==> config.mk <==
export PLATFORM = sky130hd
export DESIGN_NAME = spi_frame_master
export DESIGN_NICKNAME = d
export VERILOG_FILES = /design/src/rtl/spi_fm_pkg.sv /design/src/rtl/spi_fm_fifo.sv /design/src/rtl/spi_fm_engine.sv /design/src/rtl/spi_frame_master.sv
export SDC_FILE = /design/constraint.sdc
export NUM_CORES = 1
export LEC_CHECK = 0
export ABC_CLOCK_PERIOD_IN_PS = 6170
export BUFFER_PORTS_ARGS = -buffer_cell sky130_fd_sc_hd__buf_2
export CELL_PAD_IN_SITES_DETAIL_PLACEMENT = 0
export CELL_PAD_IN_SITES_GLOBAL_PLACEMENT = 1
export CORE_MARGIN = 2
export CORE_UTILIZATION = 50
export CTS_CLUSTER_SIZE = 16
export DETAILED_ROUTE_END_ITERATION = 8
export GPL_TIMING_DRIVEN = 0
export PLACE_DENSITY_LB_ADDON = 0.1
export SYNTH_ARGS = -nofsm -noshare
export SYNTH_HDL_FRONTEND = slang
export SYNTH_SLANG_ARGS = --single-unit
==> constraint.sdc <==
create_clock -name clk -period 6.17 [get_ports clk]
set_clock_uncertainty 0.05 [all_clocks]
set_input_delay 1.234 -clock clk [delete_from_list [all_inputs] [get_ports clk]]
set_output_delay 1.234 -clock clk [all_outputs]
set_load 0.01 [all_outputs]
==> src/rtl/spi_fm_pkg.sv <==
package spi_fm_pkg;

    localparam int FRAME_BITS = 8;
    localparam int BIT_IDX_W  = $clog2(FRAME_BITS);

    typedef enum logic [2:0] {
        A_ENABLE = 3'd0,
        A_CTRL   = 3'd1,
        A_FRAMES = 3'd2,
        A_DIV    = 3'd3,
        A_SELECT = 3'd4,
        A_STATUS = 3'd5,
        A_DATA   = 3'd6,
        A_THRESH = 3'd7
    } reg_addr_e;

    // value 3 is reserved and behaves as full duplex
    typedef enum logic [1:0] {
        XM_TXRX   = 2'd0,
        XM_TXONLY = 2'd1,
        XM_RXONLY = 2'd2,
        XM_RSVD   = 2'd3
    } xfer_mode_e;

    typedef enum logic [1:0] {
        ST_IDLE,
        ST_WAIT,
        ST_LOW,
        ST_HIGH
    } eng_state_e;

    typedef struct packed {
        logic rx_empty;
        logic tx_full;
        logic busy;
    } status_t;

    function automatic logic mode_sends(xfer_mode_e m);
        return m != XM_RXONLY;
    endfunction

    function automatic logic mode_keeps(xfer_mode_e m);
        return m != XM_TXONLY;
    endfunction

endpackage

==> src/rtl/spi_fm_fifo.sv <==
module spi_fm_fifo #(
    parameter int WIDTH = 8,
    parameter int DEPTH = 32
) (
    input  logic             clk,
    input  logic             rst,
    input  logic             push,
    input  logic [WIDTH-1:0] din,
    input  logic             pop,
    output logic [WIDTH-1:0] dout,
    output logic             full,
    output logic             empty
);
    localparam int AW = $clog2(DEPTH);

    logic [WIDTH-1:0] mem [DEPTH];
    logic [AW-1:0]    wr_ptr, rd_ptr;
    logic [AW:0]      count;
    logic             do_push, do_pop;

    function automatic logic [AW-1:0] step(logic [AW-1:0] p);
        return (p == AW'(DEPTH - 1)) ? '0 : p + 1'b1;
    endfunction

    assign full    = (count == (AW+1)'(DEPTH));
    assign empty   = (count == '0);
    assign do_push = push && !full;
    assign do_pop  = pop && !empty;
    assign dout    = mem[rd_ptr];

    always_ff @(posedge clk) begin
        if (do_push) mem[wr_ptr] <= din;
    end

    always_ff @(posedge clk) begin
        if (rst) begin
            wr_ptr <= '0;
            rd_ptr <= '0;
            count  <= '0;
        end else begin
            if (do_push) wr_ptr <= step(wr_ptr);
            if (do_pop)  rd_ptr <= step(rd_ptr);
            if (do_push && !do_pop)      count <= count + 1'b1;
            else if (do_pop && !do_push) count <= count - 1'b1;
        end
    end
endmodule

==> src/rtl/spi_fm_engine.sv <==
module spi_fm_engine
    import spi_fm_pkg::*;
#(
    parameter int CNT_W = 16,
    parameter int DIV_W = 16
) (
    input  logic                  clk,
    input  logic                  rst,
    input  logic                  start,
    input  logic                  abort,
    input  xfer_mode_e            mode,
    input  logic [CNT_W-1:0]      frames_m1,
    input  logic [DIV_W-1:0]      divider,
    input  logic                  tx_empty,
    input  logic [FRAME_BITS-1:0] tx_data,
    output logic                  tx_pop,
    input  logic                  rx_full,
    output logic                  rx_push,
    output logic [FRAME_BITS-1:0] rx_data,
    output logic                  sclk,
    output logic                  mosi,
    input  logic                  miso,
    output logic                  busy
);
    eng_state_e            state;
    logic [DIV_W-1:0]      timer;
    logic [DIV_W-1:0]      half;
    logic [BIT_IDX_W-1:0]  bitn;
    logic [CNT_W-1:0]      frame_idx;
    logic [FRAME_BITS-1:0] txsh, rxsh;
    logic                  need_tx, need_rx, can_go, half_done, frame_end;

    assign half      = ((divider >> 1) == '0) ? DIV_W'(1) : (divider >> 1);
    assign need_tx   = mode_sends(mode);
    assign need_rx   = mode_keeps(mode);
    assign can_go    = (state == ST_WAIT) && (!need_tx || !tx_empty) && (!need_rx || !rx_full);
    assign half_done = (timer == half - 1'b1);
    assign frame_end = (state == ST_HIGH) && half_done && (bitn == BIT_IDX_W'(FRAME_BITS - 1));

    assign tx_pop  = can_go && need_tx;
    assign rx_push = frame_end && need_rx;
    assign rx_data = rxsh;
    assign sclk    = (state == ST_HIGH);
    assign mosi    = ((state == ST_LOW) || (state == ST_HIGH)) && txsh[FRAME_BITS-1];
    assign busy    = (state != ST_IDLE);

    always_ff @(posedge clk) begin
        if (rst) begin
            state     <= ST_IDLE;
            timer     <= '0;
            bitn      <= '0;
            frame_idx <= '0;
            txsh      <= '0;
            rxsh      <= '0;
        end else if (abort) begin
            state <= ST_IDLE;
            timer <= '0;
        end else begin
            unique case (state)
                ST_IDLE: if (start) begin
                    state     <= ST_WAIT;
                    frame_idx <= '0;
                end
                ST_WAIT: if (can_go) begin
                    txsh  <= need_tx ? tx_data : '0;
                    timer <= '0;
                    bitn  <= '0;
                    state <= ST_LOW;
                end
                ST_LOW: if (half_done) begin
                    timer <= '0;
                    rxsh  <= {rxsh[FRAME_BITS-2:0], miso};
                    state <= ST_HIGH;
                end else begin
                    timer <= timer + 1'b1;
                end
                ST_HIGH: if (half_done) begin
                    timer <= '0;
                    if (frame_end) begin
                        if (frame_idx == frames_m1) begin
                            state <= ST_IDLE;
                        end else begin
                            frame_idx <= frame_idx + 1'b1;
                            state     <= ST_WAIT;
                        end
                    end else begin
                        bitn  <= bitn + 1'b1;
                        txsh  <= txsh << 1;
                        state <= ST_LOW;
                    end
                end else begin
                    timer <= timer + 1'b1;
                end
                default: state <= ST_IDLE;
            endcase
        end
    end
endmodule

==> src/rtl/spi_frame_master.sv <==
module spi_frame_master
    import spi_fm_pkg::*;
#(
    parameter int FIFO_DEPTH = 32,
    parameter int CNT_W      = 16,
    parameter int DIV_W      = 16,
    parameter int BUS_W      = 32
) (
    input  logic             clk,
    input  logic             rst,
    input  logic             reg_wr,
    input  logic             reg_rd,
    input  logic [2:0]       reg_addr,
    input  logic [BUS_W-1:0] reg_wdata,
    output logic [BUS_W-1:0] reg_rdata,
    output logic             sclk,
    output logic             mosi,
    input  logic             miso,
    output logic             cs_n
);
    localparam int              THR_W   = $clog2(FIFO_DEPTH);
    localparam int              RXT_LSB = 8;
    localparam logic [THR_W-1:0] THR_RST = THR_W'(FIFO_DEPTH / 2 - 1);

    reg_addr_e             a;
    logic                  en_q, sel_q;
    xfer_mode_e            mode_q;
    logic [CNT_W-1:0]      frames_q;
    logic [DIV_W-1:0]      div_q;
    logic [THR_W-1:0]      tx_thr_q, rx_thr_q;
    logic                  eng_start, eng_abort, eng_busy;
    logic                  tx_push, tx_pop, tx_full, tx_empty;
    logic                  rx_push, rx_pop, rx_full, rx_empty;
    logic [FRAME_BITS-1:0] tx_dout, rx_dout, rx_byte;
    status_t               st;
    logic                  unused_wdata;

    assign a            = reg_addr_e'(reg_addr);
    assign unused_wdata = &{1'b0, reg_wdata};
    assign eng_start    = reg_wr && (a == A_ENABLE) &&  reg_wdata[0] && !en_q;
    assign eng_abort    = reg_wr && (a == A_ENABLE) && !reg_wdata[0] &&  en_q;
    assign tx_push      = reg_wr && (a == A_DATA);
    assign rx_pop       = reg_rd && (a == A_DATA);
    assign cs_n         = ~sel_q;

    always_ff @(posedge clk) begin
        if (rst) begin
            en_q     <= 1'b0;
            sel_q    <= 1'b0;
            mode_q   <= XM_TXRX;
            frames_q <= '0;
            div_q    <= DIV_W'(2);
            tx_thr_q <= THR_RST;
            rx_thr_q <= THR_RST;
        end else if (reg_wr) begin
            case (a)
                A_ENABLE: en_q   <= reg_wdata[0];
                A_CTRL:   if (!en_q) mode_q   <= xfer_mode_e'(reg_wdata[1:0]);
                A_FRAMES: if (!en_q) frames_q <= reg_wdata[CNT_W-1:0];
                A_DIV:    if (!en_q) div_q    <= reg_wdata[DIV_W-1:0];
                A_SELECT: sel_q  <= reg_wdata[0];
                A_THRESH: begin
                    tx_thr_q <= reg_wdata[THR_W-1:0];
                    rx_thr_q <= reg_wdata[RXT_LSB +: THR_W];
                end
                default: ;
            endcase
        end
    end

    spi_fm_fifo #(.WIDTH(FRAME_BITS), .DEPTH(FIFO_DEPTH)) u_txf (
        .clk(clk), .rst(rst), .push(tx_push), .din(reg_wdata[FRAME_BITS-1:0]),
        .pop(tx_pop), .dout(tx_dout), .full(tx_full), .empty(tx_empty)
    );

    spi_fm_fifo #(.WIDTH(FRAME_BITS), .DEPTH(FIFO_DEPTH)) u_rxf (
        .clk(clk), .rst(rst), .push(rx_push), .din(rx_byte),
        .pop(rx_pop), .dout(rx_dout), .full(rx_full), .empty(rx_empty)
    );

    spi_fm_engine #(.CNT_W(CNT_W), .DIV_W(DIV_W)) u_eng (
        .clk(clk), .rst(rst), .start(eng_start), .abort(eng_abort),
        .mode(mode_q), .frames_m1(frames_q), .divider(div_q),
        .tx_empty(tx_empty), .tx_data(tx_dout), .tx_pop(tx_pop),
        .rx_full(rx_full), .rx_push(rx_push), .rx_data(rx_byte),
        .sclk(sclk), .mosi(mosi), .miso(miso), .busy(eng_busy)
    );

    assign st = '{rx_empty: rx_empty, tx_full: tx_full, busy: eng_busy};

    always_comb begin
        reg_rdata = '0;
        case (a)
            A_ENABLE: reg_rdata[0]         = en_q;
            A_CTRL:   reg_rdata[1:0]       = mode_q;
            A_FRAMES: reg_rdata[CNT_W-1:0] = frames_q;
            A_DIV:    reg_rdata[DIV_W-1:0] = div_q;
            A_SELECT: reg_rdata[0]         = sel_q;
            A_STATUS: reg_rdata[2:0]       = st;
            A_DATA:   if (!rx_empty) reg_rdata[FRAME_BITS-1:0] = rx_dout;
            A_THRESH: begin
                reg_rdata[THR_W-1:0]         = tx_thr_q;
                reg_rdata[RXT_LSB +: THR_W]  = rx_thr_q;
            end
            default: ;
        endcase
    end
endmodule

==> flow_metrics.env <==
export IMPL_status="complete, no violations"
export IMPL_fin_tns_setup_ns=0
export IMPL_synth_top_family_by_area="multiplexers"
export IMPL_die_area_sq_um=57200
export IMPL_grt_overflow=0
export IMPL_wl_met1_um=29900
export IMPL_hold_viol=0
export IMPL_cts_htree_levels=3
export IMPL_coreArea_sq_um=54900
export IMPL_syn_to_final_growth_pct=12.3
export IMPL_worst_skew_pair_late_latency_ns=0.61
export IMPL_drv_slew=0
export IMPL_yosysWarnings=0
export IMPL_multi_input_area_sq_um=8890
export IMPL_register_area_sq_um=18200
export IMPL_synth_compound_area_share_pct=4.80
export IMPL_routed_wl_um=67100
export IMPL_yosysUniqueCellTypes=73
export IMPL_grt_pass1_wl_um=101000
export IMPL_synthAdderAreaFrac_pct=1.67
export IMPL_route_top_layer_used="met4"
export IMPL_ir_drop_uv=238
export IMPL_die_h_um=239
export IMPL_grt_usage_pct=24.1
export IMPL_synth_cell_area_sq_um=27700
export IMPL_place_gp_congestion=0.847
export IMPL_rsz0062_at_grt="false"
export IMPL_nNetsFinal=2006
export IMPL_clock_sinks=653
export IMPL_max_freq_ghz=0.165
export IMPL_root_buffer="clkbuf_16"
export IMPL_synth_flop_cell="edfxtp_1"
export IMPL_power_net_switching_mw=1.90
export IMPL_syn_area_per_cell_sq_um=15.3
export IMPL_cts_tree="built"
export IMPL_ys_ff_latch=653
export IMPL_via_per_inst=5.98
export IMPL_critPathCaptureType="output pin"
export IMPL_cts_buffer_depth=3
export IMPL_synth_seq_area_share_pct=65.8
export IMPL_p_leak_nw=9.90
export IMPL_drt_iter0_markers=1487
export IMPL_post_cts_buffers=0
export IMPL_synth_xor_area_share_pct=1.58
export IMPL_synth_top_area_cell="edfxtp_1"
export IMPL_drc=0
export IMPL_vias=16100
export IMPL_r2r_end="u_rxf.count[5]$_SDFFE_PP0P_"
export IMPL_rr_worst_depth=22
export IMPL_cp_arrival_ns=4.78
export IMPL_crit_end="reg_rdata[5]"
export IMPL_finalCritPeriodShare_pct=98.3
export IMPL_seqPwrFrac_pct=51.7
export IMPL_wl_met2_um=32100
export IMPL_antenna_found_initial=1
export IMPL_dp_hpwl_um=45100
export IMPL_start_util_pct=50.4
export IMPL_synth_area_mux_share_pct=14.7
export IMPL_path_clk_slew_ns=0.06
export IMPL_p_int_mw=7.25
export IMPL_drive_gt1_share_pct=18.4
export IMPL_power_frac_comb_pct=2.7
export IMPL_drt_wirelength_per_cell_um=25.0
export IMPL_cts_inserted_buffers=71
export IMPL_swShare_pct=20.8
export IMPL_antenna_cells=0
export IMPL_first_pass_iters=7
export IMPL_yosys_cell_count_top_type="edfxtp_1"
export IMPL_grt_max_degree=37
export IMPL_synth_area_leaders="edfxtp_1 56%, mux4_2 13%, dfxtp_1 10%"
export IMPL_period_minus_slack_ns=6.06
export IMPL_drtAntennaViolNets=0
export IMPL_cap_violations=0
export IMPL_p_per_area_nw_per_um2=295
export IMPL_syn_inst=1805
export IMPL_n_fill_cell=4329
export IMPL_crit_path_start_kind="register"
export IMPL_yosys_top_cells_count="512 x edfxtp_1, 160 x mux4_2, 159 x nand2_1"
export IMPL_final_setup_viol_count=0
export IMPL_rows=86
export IMPL_async_flop_share_pct=0
export IMPL_wl_met3_um=3760
export IMPL_relSlewSlack_pct=8.35
export IMPL_io_pins=75
export IMPL_worstMarginPinSlew_ns=1.37
export IMPL_fp_dieW_um=239
export IMPL_r2r_start="div_q[7]$_SDFFE_PP0P_"
export IMPL_critPathMaxFanout=10
export IMPL_path_class="reg -> out"
export IMPL_min_path_type="reg -> reg"
export IMPL_synth_enable_flop_cells=512
export IMPL_final_util_pct=56.6
export IMPL_p_clk_share_pct=45.5
export IMPL_dp_cells=2564
export IMPL_io_buffers=40
export IMPL_required_ns=4.89
export IMPL_synthSimpleGateAreaFrac_pct=9.16
export IMPL_fin_cells=2689
export IMPL_grt_pass1_vias=15900
export IMPL_yosysTopAreaCellShare_pct=55.6
export IMPL_rrSetupSlack_ns=0.46
==> sequential cells by signal (all words and copies together) (netlist names), 8 cells and up, named ones only <==
name             flops
u_txf.mem          256
u_eng.frame_idx     16
div_q               16
u_eng.txsh           8
frames_q            16
u_eng.timer         16
u_rxf.mem          256
u_eng.rx_data        8
==> per-stage QoR <==
stage | cell area, sq um | setup WS (ns) | hold slack, ns | power (mW)
2_1_floorplan | 27700 | 1.27 | 0.386 | 4.97
3_3_place_gp | 28800 | 0.123 | 0.395 | 5.07
3_5_place_dp | 28800 | 0.0701 | 0.404 | 5.08
4_1_cts | 31000 | 0.0654 | 0.413 | 9.21
5_1_grt | 31000 | 0.00904 | 0.440 | 9.43
6_report | 31000 | 0.108 | 0.414 | 9.15
==> power by group through the flow <==
stage	clock network (mW)	registers [mW]	logic, mW
final	4.17	4.73	0.249
after CTS	4.23	4.73	0.250
after global routing	4.43	4.73	0.272
after detailed placement	0	4.83	0.250
after floorplan	0	4.82	0.150
after global placement	0	4.83	0.245
==> area by class of cell <==
cell class | count | share of cell area, %
multi-input combinational | 1027 | 28.6
sequential | 653 | 58.6
buffer | 116 | 1.72
clock inverter | 35 | 1.12
clock buffer | 92 | 6.15
tap | 704 | 2.84
timing repair buffer | 40 | 0.645
inverter | 22 | 0.266
==> cell families after synthesis <==
family | Yosys count
other | 1
and+or+nand+nor | 503
DFF | 653
muxes | 205
AOI/OAI and AO/OA | 217
xor gates and xnor gates | 50
buffers and inverters | 140
adders and majority gates | 36
==> placed cells by master (no fill, tap or decap), drive strengths merged, types with 33 or more instances in the layout <==
| cell | n |
|---|---|
| a21oi | 102 |
| and3 | 45 |
| buf | 86 |
| clkbuf | 162 |
| dfxtp | 141 |
| edfxtp | 512 |
| ha | 33 |
| mux2i | 35 |
| mux4 | 160 |
| nand2 | 159 |
| nand3 | 38 |
| nor2 | 106 |
| o21ai | 43 |
| or3 | 38 |
| xnor2 | 42 |
==> worst min-delay path by stage <==
stage                             start                        to  slack (ns)  cells after the start
2_1_floorplan     div_q[0]$_SDFFE_PP0P_     div_q[0]$_SDFFE_PP0P_        0.39                      2
3_3_place_gp   rx_thr_q[4]$_SDFFE_PP0P_  rx_thr_q[4]$_SDFFE_PP0P_        0.39                      2
3_5_place_dp   tx_thr_q[4]$_SDFFE_PP0P_  tx_thr_q[4]$_SDFFE_PP0P_        0.40                      2
4_1_cts        tx_thr_q[4]$_SDFFE_PP0P_  tx_thr_q[4]$_SDFFE_PP0P_        0.41                      2
5_1_grt        rx_thr_q[4]$_SDFFE_PP0P_  rx_thr_q[4]$_SDFFE_PP0P_        0.44                      2
6_report       tx_thr_q[4]$_SDFFE_PP0P_  tx_thr_q[4]$_SDFFE_PP0P_        0.41                      2
==> timing repair <==
action,in CTS,in global routing
setup endpoints to repair,0,3
resized for setup,0,3
hold buffers,0,0
==> worst max-delay path, stage by stage (launching register included) <==
cell,delay [ns]
dfxtp_1,0.31
clkbuf_1,0.60
buf_1,0.61
clkbuf_1,0.75
mux4_2,0.44
mux4_2,0.52
mux2i_1,0.53
o22ai_1,0.21
buf_2,0.19
==> per-layer routing <==
metal  vias up  GRT usage (%)
met2       464           38.5
li1       7260              -
met3        91           3.66
met5         -              0
met4         0           6.48
met1      8277           34.7
(Power assumes the default switching activity.)
